File: config.mk
export PLATFORM = sky130hd
export DESIGN_NAME = bridge_lock_admit
export DESIGN_NICKNAME = d
export VERILOG_FILES = /design/src/rtl/lock_adm_pkg.sv /design/src/rtl/lock_seq_stage.sv /design/src/rtl/lock_req_match.sv /design/src/rtl/lock_adm_fsm.sv /design/src/rtl/bridge_lock_admit.sv
export SDC_FILE = /design/constraint.sdc
export NUM_CORES = 1
export LEC_CHECK = 0
export BUFFER_PORTS_ARGS = -buffer_cell sky130_fd_sc_hd__buf_2
export CORE_MARGIN = 2
export CORE_UTILIZATION = 40
export DETAILED_ROUTE_END_ITERATION = 8
export PLACE_DENSITY_LB_ADDON = 0.12
export SLEW_MARGIN = 30
export SYNTH_ARGS = -nofsm -noshare
export SYNTH_HDL_FRONTEND = slang
export SYNTH_SLANG_ARGS = --single-unit
export TNS_END_PERCENT = 100
File: constraint.sdc
create_clock -name clk -period 3.8 [get_ports clk]
set_input_delay 0.19 -clock clk [delete_from_list [all_inputs] [get_ports clk]]
set_output_delay 0.19 -clock clk [all_outputs]
set_load 0.05 [all_outputs]
File: src/rtl/lock_adm_pkg.sv
package lock_adm_pkg;

   typedef enum logic [1:0] {
      LK_IDLE  = 2'd0,
      LK_PEND  = 2'd1,
      LK_READY = 2'd2,
      LK_HELD  = 2'd3
   } lk_state_t;

   typedef struct packed {
      logic retry;
      logic data;
      logic push;
      logic prefetch;
      logic locked;
   } lk_resp_t;

   localparam lk_resp_t LK_RESP_NONE = '{default: 1'b0};

endpackage

File: src/rtl/lock_seq_stage.sv
module lock_seq_stage #(
   parameter int ADDR_W = 32,
   parameter int CMD_W  = 4,
   parameter int BE_W   = 4
) (
   input  logic              clk,
   input  logic              rst_n,
   input  logic              req_valid,
   input  logic              req_far,
   input  logic              req_read,
   input  logic [CMD_W-1:0]  req_cmd,
   input  logic [ADDR_W-1:0] req_addr,
   input  logic [BE_W-1:0]   req_be,
   input  logic              lock_n,
   output logic              att_valid,
   output logic              att_far,
   output logic              att_read,
   output logic              att_locked,
   output logic [CMD_W-1:0]  att_cmd,
   output logic [ADDR_W-1:0] att_addr,
   output logic [BE_W-1:0]   att_be
);

   logic addr_lock_hi;

   always_ff @(posedge clk or negedge rst_n) begin
      if (!rst_n) begin
         att_valid    <= 1'b0;
         att_far      <= 1'b0;
         att_read     <= 1'b0;
         att_cmd      <= '0;
         att_addr     <= '0;
         att_be       <= '0;
         addr_lock_hi <= 1'b0;
      end else begin
         att_valid <= req_valid;
         if (req_valid) begin
            att_far      <= req_far;
            att_read     <= req_read;
            att_cmd      <= req_cmd;
            att_addr     <= req_addr;
            att_be       <= req_be;
            addr_lock_hi <= lock_n;
         end
      end
   end

   // high in the address phase, low one clock after it
   assign att_locked = att_valid & addr_lock_hi & ~lock_n;

   // a locked attempt requires the line high one cycle earlier
   p_signature_r2: assert property (@(posedge clk) disable iff (!rst_n)
      att_locked |-> $past(lock_n) && $past(req_valid));

endmodule

File: src/rtl/lock_req_match.sv
module lock_req_match #(
   parameter int  ADDR_W   = 32,
   parameter int  CMD_W    = 4,
   parameter int  BE_W     = 4,
   parameter bit  MATCH_BE = 1'b1
) (
   input  logic [CMD_W-1:0]  a_cmd,
   input  logic [ADDR_W-1:0] a_addr,
   input  logic [BE_W-1:0]   a_be,
   input  logic [CMD_W-1:0]  c_cmd,
   input  logic [ADDR_W-1:0] c_addr,
   input  logic [BE_W-1:0]   c_be,
   output logic              hit
);

   logic base_hit;
   assign base_hit = (a_cmd == c_cmd) && (a_addr == c_addr);

   generate
      if (MATCH_BE) begin : g_with_be
         assign hit = base_hit && (a_be == c_be);
      end else begin : g_no_be
         logic be_unused;
         assign be_unused = ^{a_be, c_be};
         assign hit = base_hit | (be_unused & 1'b0);
      end
   endgenerate

endmodule

File: src/rtl/lock_adm_fsm.sv
module lock_adm_fsm
   import lock_adm_pkg::*;
#(
   parameter int ADDR_W = 32,
   parameter int CMD_W  = 4,
   parameter int BE_W   = 4
) (
   input  logic              clk,
   input  logic              rst_n,
   input  logic              att_valid,
   input  logic              att_far,
   input  logic              att_read,
   input  logic              att_locked,
   input  logic [CMD_W-1:0]  att_cmd,
   input  logic [ADDR_W-1:0] att_addr,
   input  logic [BE_W-1:0]   att_be,
   input  logic              hit,
   input  logic              lock_n,
   input  logic              bus_idle,
   input  logic              far_locked_other,
   input  logic              far_done,
   output logic [CMD_W-1:0]  cap_cmd,
   output logic [ADDR_W-1:0] cap_addr,
   output logic [BE_W-1:0]   cap_be,
   output lk_resp_t          resp,
   output lk_state_t         state
);

   lk_state_t nxt;
   lk_resp_t  d;
   logic      cap_en;
   logic      far_att;

   assign far_att = att_valid & att_far;

   always_comb begin
      nxt    = state;
      d      = LK_RESP_NONE;
      cap_en = 1'b0;
      unique case (state)
         LK_IDLE: begin
            if (far_att) begin
               if (att_locked) begin
                  d.retry = 1'b1;
                  if (att_read && !far_locked_other) begin
                     d.push   = 1'b1;
                     d.locked = 1'b1;
                     cap_en   = 1'b1;
                     nxt      = LK_PEND;
                  end
               end else begin
                  d.push     = 1'b1;
                  d.prefetch = att_read;
               end
            end
         end
         LK_PEND, LK_READY: begin
            if (state == LK_PEND && far_done) nxt = LK_READY;
            if (far_att) begin
               if (state == LK_READY && att_locked && hit) begin
                  d.data = 1'b1;
                  nxt    = LK_HELD;
               end else begin
                  d.retry = 1'b1;
               end
            end
         end
         LK_HELD: begin
            if (far_att) begin
               if (att_locked) begin
                  d.push   = 1'b1;
                  d.locked = 1'b1;
               end else begin
                  d.retry = 1'b1;
               end
            end
            if (lock_n && bus_idle) nxt = LK_IDLE;
         end
         default: nxt = LK_IDLE;
      endcase
   end

   always_ff @(posedge clk or negedge rst_n) begin
      if (!rst_n) begin
         state    <= LK_IDLE;
         resp     <= LK_RESP_NONE;
         cap_cmd  <= '0;
         cap_addr <= '0;
         cap_be   <= '0;
      end else begin
         state <= nxt;
         resp  <= d;
         if (cap_en) begin
            cap_cmd  <= att_cmd;
            cap_addr <= att_addr;
            cap_be   <= att_be;
         end
      end
   end

   // while the locked read is outstanding nothing else is queued
   p_pend_blocks_r6: assert property (@(posedge clk) disable iff (!rst_n)
      (state == LK_PEND) && far_att |=> resp.retry && !resp.push);

   // a far lock held elsewhere refuses the sequence
   p_far_busy_r4: assert property (@(posedge clk) disable iff (!rst_n)
      (state == LK_IDLE) && far_att && att_locked && far_locked_other
      |=> resp.retry && !resp.push && (state == LK_IDLE));

   // release needs the line high on an idle bus
   p_release_r10: assert property (@(posedge clk) disable iff (!rst_n)
      (state == LK_HELD) && !(lock_n && bus_idle) |=> (state == LK_HELD));

   // data is never returned together with a retry
   p_data_excl_r7: assert property (@(posedge clk) disable iff (!rst_n)
      resp.data |-> !resp.retry && !resp.push);

endmodule

File: src/rtl/bridge_lock_admit.sv
module bridge_lock_admit
   import lock_adm_pkg::*;
#(
   parameter int ADDR_W   = 32,
   parameter int CMD_W    = 4,
   parameter int BE_W     = 4,
   parameter bit MATCH_BE = 1'b1
) (
   input  logic              clk,
   input  logic              rst_n,
   input  logic              req_valid,
   input  logic              req_far,
   input  logic              req_read,
   input  logic [CMD_W-1:0]  req_cmd,
   input  logic [ADDR_W-1:0] req_addr,
   input  logic [BE_W-1:0]   req_be,
   input  logic              lock_n,
   input  logic              bus_idle,
   input  logic              far_locked_other,
   input  logic              far_done,
   output logic              rsp_retry,
   output logic              rsp_data,
   output logic              q_push,
   output logic              q_prefetch_ok,
   output logic              q_locked,
   output logic              lock_pend,
   output logic              lock_far_est,
   output logic              lock_near_est
);

   generate
      if (ADDR_W < 1 || CMD_W < 1 || BE_W < 1) begin : g_bad_width
         $error("bridge_lock_admit: field widths must be positive");
      end
   endgenerate

   logic              att_valid, att_far, att_read, att_locked, hit;
   logic [CMD_W-1:0]  att_cmd, cap_cmd;
   logic [ADDR_W-1:0] att_addr, cap_addr;
   logic [BE_W-1:0]   att_be, cap_be;
   lk_resp_t          resp;
   lk_state_t         state;

   lock_seq_stage #(.ADDR_W(ADDR_W), .CMD_W(CMD_W), .BE_W(BE_W)) u_stage (
      .clk(clk), .rst_n(rst_n),
      .req_valid(req_valid), .req_far(req_far), .req_read(req_read),
      .req_cmd(req_cmd), .req_addr(req_addr), .req_be(req_be),
      .lock_n(lock_n),
      .att_valid(att_valid), .att_far(att_far), .att_read(att_read),
      .att_locked(att_locked), .att_cmd(att_cmd), .att_addr(att_addr),
      .att_be(att_be)
   );

   lock_req_match #(.ADDR_W(ADDR_W), .CMD_W(CMD_W), .BE_W(BE_W),
                    .MATCH_BE(MATCH_BE)) u_match (
      .a_cmd(att_cmd), .a_addr(att_addr), .a_be(att_be),
      .c_cmd(cap_cmd), .c_addr(cap_addr), .c_be(cap_be),
      .hit(hit)
   );

   lock_adm_fsm #(.ADDR_W(ADDR_W), .CMD_W(CMD_W), .BE_W(BE_W)) u_fsm (
      .clk(clk), .rst_n(rst_n),
      .att_valid(att_valid), .att_far(att_far), .att_read(att_read),
      .att_locked(att_locked), .att_cmd(att_cmd), .att_addr(att_addr),
      .att_be(att_be), .hit(hit),
      .lock_n(lock_n), .bus_idle(bus_idle),
      .far_locked_other(far_locked_other), .far_done(far_done),
      .cap_cmd(cap_cmd), .cap_addr(cap_addr), .cap_be(cap_be),
      .resp(resp), .state(state)
   );

   assign rsp_retry     = resp.retry;
   assign rsp_data      = resp.data;
   assign q_push        = resp.push;
   assign q_prefetch_ok = resp.prefetch;
   assign q_locked      = resp.locked;
   assign lock_pend     = (state == LK_PEND) || (state == LK_READY);
   assign lock_far_est  = (state == LK_READY) || (state == LK_HELD);
   assign lock_near_est = (state == LK_HELD);

   // the near lock only follows a held far lock
   p_near_after_far_r7: assert property (@(posedge clk) disable iff (!rst_n)
      $rose(lock_near_est) |-> $past(lock_far_est) && rsp_data);

   // reads of the locked sequence are never prefetched
   p_locked_no_prefetch_r9: assert property (@(posedge clk) disable iff (!rst_n)
      q_push && $past(lock_near_est) |-> !q_prefetch_ok);

endmodule

; ---- Yosys cells after proc, flatten, opt, wreduce, memory -nomap -nowiden
; Index checks and enable logic that the tools add are counted.
; Widths: inputs -> output; s select.
[totals]
reg_bits = 91
mem_bits_ro = 0
input_bits = 49
mem_count = 0
latch_bits = 0
output_inout_bits = 8
ramBits = 0
[classes]
div = 0
magnitude_cmp = 0
n_shift = 0
mul = 0
n_mux = 27
n_bitwise = 4
add_sub_neg = 0
reduce_logical = 13
eq_ne = 10
[ops]
columns = operator, count
row1 = $eq 32x32->1, 1
row2 = $mux 2, 8
row3 = $mux 1, 14
row4 = $eq 4x4->1, 2
row5 = $ne 2x1->1 const B, 4
row6 = $logic_and 1x1->1, 7
row7 = $pmux 2 s3, 1
row8 = $eq 2x2->1 const B, 2
row9 = $pmux 1 s2, 2
row10 = $reduce_and 4->1, 1
row11 = $and 1x1->1, 3
row12 = $mux 3, 1
row13 = $pmux 1 s3, 1
row14 = $eq 2x1->1 const B, 1
row15 = $logic_not 2->1, 1
row16 = $logic_or 1x1->1, 2
row17 = $reduce_or 2->1, 1
row18 = $logic_not 1->1, 1
row19 = $not 1->1, 1

; ---- Longest topological paths before layout
[logic_depth]
word_depth = 7
ltp_mapped = 7
ltp_nobuf = 6

; ---- Hierarchy
; From an unflattened synthesis, not the netlist that was laid out.
[unflattened]
hier_cells = 281
area_unflattened_um2 = 4438.0
[modules_own_cells]
columns = module, area_each_um2, n_inst, seq_area_each_um2, cells_each
row1 = lock_adm_fsm, 2125.8, 1, 1176.1, 130
row2 = lock_seq_stage, 1835.5, 1, 1101.1, 93
row3 = lock_req_match, 437.9, 1, 0.0, 53
row4 = bridge_lock_admit, 38.8, 1, 0.0, 5

; ---- Least setup slack after synthesis
; Ideal clock, no wire load.
[synth_timing]
path_type = register to register
from = reg u_stage.addr_lock_hi
to = reg u_fsm.state[0]
path_stages_with_launch = 7
path_slack_ns = 1.830
t_arrival_ns = 1.906
synth_period_minus_slack_ns = 1.970
path_cell_list = dfrtp_1 > nor2b_4 > nand2_2 > or4_1 > or4_4 > o32ai_2 > a21o_1
[synth_via]
elab_chain_len = 7
elab_cells_between_ends = 9
cone_classes = eq/ne (1) / mux (3) / bitwise (2) / reduce/logical (3)
[synth_lines]
columns = element, line_no
row1 = start: declaration, lock_seq_stage.sv:24  ; logic addr_lock_hi;
row2 = start signal: assignment, lock_seq_stage.sv:43  ; addr_lock_hi <= lock_n;
row3 = $and 1x1->1 (*) (2 in a row), lock_seq_stage.sv:49  ; assign att_locked = att_valid & addr_lock_hi & ~lock_n;
row4 = $logic_and 1x1->1 (2 in a row), lock_adm_fsm.sv:60  ; if (state == LK_READY && att_locked && hit) begin
row5 = $mux 2, lock_adm_fsm.sv:60
row6 = $mux 2, lock_adm_fsm.sv:59  ; if (far_att) begin
row7 = $pmux 2 s3, lock_adm_fsm.sv:40  ; unique case (state)
row8 = end signal: assignment, lock_adm_fsm.sv:91  ; state <= nxt;
row9 = end: declaration, lock_adm_fsm.sv:26  ; output lk_state_t state
; Mark *: on every way between the ends. The rest lies on a longest branch, timed or not.
; A chain may end at the register's enable or synchronous reset.

==> out/metrics.cfg <==
[status]
status = finished clean

[placed_design]
dp_hpwl_mm = 4.51
placed_cell_area_um2 = 4370
gp_congestion = 0.735
portBuffers = 56

[logic_synthesis]
async_flop_share_pct = 100
synth_warnings = 0
netlist_instances = 277
synth-edff-count = 0
synthDistinctLibCells = 31
synth_area_per_cell_um2 = 14.2
ys_ff_latch = 91
synth.cell_area_um2 = 3940
synth_ff_type = dfrtp_1
yosysSeqAreaShare_pct = 57.8
syn_nets = 330

[global_route]
grt_pass1_vias = 2271
grt_overflow = 0
grt_max_degree = 67
track_usage_pct = 14.3
grt_pass1_wl_mm = 11.3
antenna_found_initial = 0

[timing]
setup_tns_ps = 0
finalCritPeriodShare_pct = 55.8
max-slew-margin-rel_pct = 58.7
hold_viol = 0
setup_viol = 0
rsz0062_at_grt = false
min_period_ps = 2120
worst_pin_slew_ps = 620
final_max_slew_viol_count = 0
fmax_mhz = 471
fin_worst_skew_ps = 11.9

[cells_and_area]
multiInputGateArea_um2 = 1620
drive_gt1_share_pct = 46.4
area_delta_synth_final_pct = 16.3
fin_area_um2 = 4580
fillers = 914
nNetsFinal = 391
antenna_cells = 0
seqCellArea_um2 = 2280

[pwr]
ir_drop_mv = 0.240
power_mw = 2.53
p_leak_nw = 2.24
p_per_area_nw_per_um2 = 552

[clock_network]
ctsResizeCount = 0
cts_buffers = 9
clock_latency_ps = 350
cts_tree = yes
cts_root_buffer = clkbuf_8
cts.reportedPaths.clkPinSlew_ps = 90
clock_path_buffers = 2
cts_sinks = 91
h-tree-depth = 3

[drt]
ant_nets = 0
first_pass_iters = 4
vias = 2261
drc = 0
via_per_inst = 4.75
avgRoutedWirePerCell_um = 14.5
drt_iter0_markers = 35
routed_wl_mm = 6.89

[worst_setup_path]
slowest_stage = or4_4
cp.required_ps = 4030
crit_chain = nor2b_4, nand2_2, or4_1, or4_4, o21ai_0, a221oi_1
arrival_ps = 2350
max_stage_delay_ps = 520
end_kind = flip-flop
worstSetupPathType = reg2reg
crit_fanout = 4
crit_path_start_kind = flip-flop

[die]
die_h_um = 103
fp.dieArea_um2 = 10700
io-pin-count = 57
initial_utilization_pct = 40.7
die_w_um = 103
core_um2 = 9680
rows = 36

[job]
drv_cap = 0

[min_path]
hold_path_class = in2reg

through the flow:
stage | util [%] | setup slack [ps] | instances | hold WS [ps]
finish | 47.3 | 1680 | 476 | 61.8
global route | 47.3 | 1550 | 476 | 44.2
CTS | 47.1 | 1670 | 475 | 45.6
detailed placement | 45.2 | 1670 | 458 | 353
global placement | 45.1 | 1670 | 458 | 353
floorplan | - | 1830 | 277 | -106
where the power goes:
part,total [mW],leakage (nW),switching [mW],internal (mW)
clock network,0.604,0.0905,0.331,0.273
registers,1.30,1.15,0.134,1.17
logic,0.624,1.01,0.307,0.317
logic make-up after synthesis:
family | after synthesis | share of synthesized area, %
AO/OA/AOI/OAI | 17 | 2.83
flip-flops | 91 | 57.8
buffers and inverters | 13 | 1.24
multiplexers | 81 | 23.1
adder cells (fa/ha/maj) | 4 | 1.27
XOR/XNOR | 39 | 8.67
AND/OR/NAND/NOR | 32 | 5.08
cell usage after synthesis (3+ instances only):
library cell | count | area [um2]
dfrtp_1 | 91 | 2280
mux2_2 | 81 | 912
xor2_1 | 36 | 315
nor4_1 | 8 | 50.1
a21oi_1 | 6 | 30.0
nand2_1 | 6 | 22.5
buf_1 | 5 | 18.8
nand4_1 | 5 | 31.3
o21ai_0 | 5 | 25.0
clkbuf_1 | 4 | 15.0
ha_1 | 4 | 50.1
inv_1 | 4 | 15.0
xnor2_1 | 3 | 26.3
layout make-up:
type	count	share of cell area (%)
clock buffers	14	3.55
clock inverters	2	0.218
inverters	4	0.328
multi-input cells	173	35.4
flip-flops and latches	91	49.7
well taps	133	3.63
repair buffers	59	7.21
cell usage in the layout (no fill, tap or decap):
| cell | instances |
|---|---|
| a21boi_0 | 1 |
| a21o_1 | 1 |
| a21oi_1 | 6 |
| a221oi_1 | 1 |
| and3_1 | 1 |
| and3_2 | 1 |
| buf_16 | 1 |
| buf_2 | 54 |
| buf_4 | 3 |
| clkbuf_1 | 3 |
| clkbuf_8 | 11 |
| clkinv_2 | 2 |
| dfrtp_1 | 91 |
| dlygate4sd3_1 | 1 |
| ha_1 | 4 |
| inv_1 | 4 |
| mux2_2 | 81 |
| nand2_1 | 5 |
| nand2_2 | 1 |
| nand2_4 | 1 |
| nand3_1 | 1 |
| nand4_1 | 5 |
| nor2b_1 | 2 |
| nor2b_4 | 1 |
| nor3_1 | 1 |
| nor3b_1 | 1 |
| nor4_1 | 8 |
| o21ai_0 | 5 |
| o2bb2ai_1 | 1 |
| o31ai_1 | 1 |
| o32ai_2 | 1 |
| or2_2 | 1 |
| or2b_1 | 1 |
| or4_1 | 1 |
| or4_4 | 1 |
| xnor2_1 | 3 |
| xor2_1 | 36 |
per-layer routing:
layer / vias up / track usage, % / wire length [um]
li1: 1098 / - / -
met5: - / 0 / 0
met4: 0 / 5.77 / 70
met1: 1115 / 19.3 / 3380
met3: 6 / 3.90 / 284
met2: 42 / 22.0 / 3150
state kept, by name, summed over array words and instances, names as in the netlist:
name,cells
u_fsm.cap_addr,32
u_stage.att_addr,32
u_fsm.resp,5
u_fsm.cap_be,4
u_fsm.cap_cmd,4
u_stage.att_be,4
u_stage.att_cmd,4
u_fsm.state,2
u_stage.addr_lock_hi,1
u_stage.att_far,1
u_stage.att_read,1
u_stage.att_valid,1
repair_timing:
item                      in CTS  in global routing
hold buffers                   1                  0
buffers inserted               0                  0
hold endpoints to repair      65                  0
path summary, 6_finish.rpt:
path | start | end | slack [ps] | cells past startpoint
worst max-delay path | u_stage.addr_lock_hi$_DFFE_PN0P_ | u_fsm.resp[4]$_DFF_PN0_ | 1680 | 6
worst min-delay path | req_addr[6] | u_stage.att_addr[6]$_DFFE_PN0P_ | 60 | 2
worst max register to register | u_stage.addr_lock_hi$_DFFE_PN0P_ | u_fsm.resp[4]$_DFF_PN0_ | 1680 | 6
worst min register to register | u_fsm.cap_addr[17]$_DFFE_PN0P_ | u_fsm.cap_addr[17]$_DFFE_PN0P_ | 510 | 2
max in group asynchronous | rst_n | u_fsm.cap_addr[31]$_DFFE_PN0P_ | 2620 | 4
min in group asynchronous | rst_n | u_stage.att_far$_DFFE_PN0P_ | 250 | 2
critical path, delay by kind of cell (launching register included):
| kind | cells | cell delay (ps) |
|---|---|---|
| and+or+nand+nor | 4 | 1290 |
| AOI/OAI and AO/OA | 2 | 340 |
| DFF | 1 | 360 |
No activity file was read; power rests on OpenSTA's default activity.
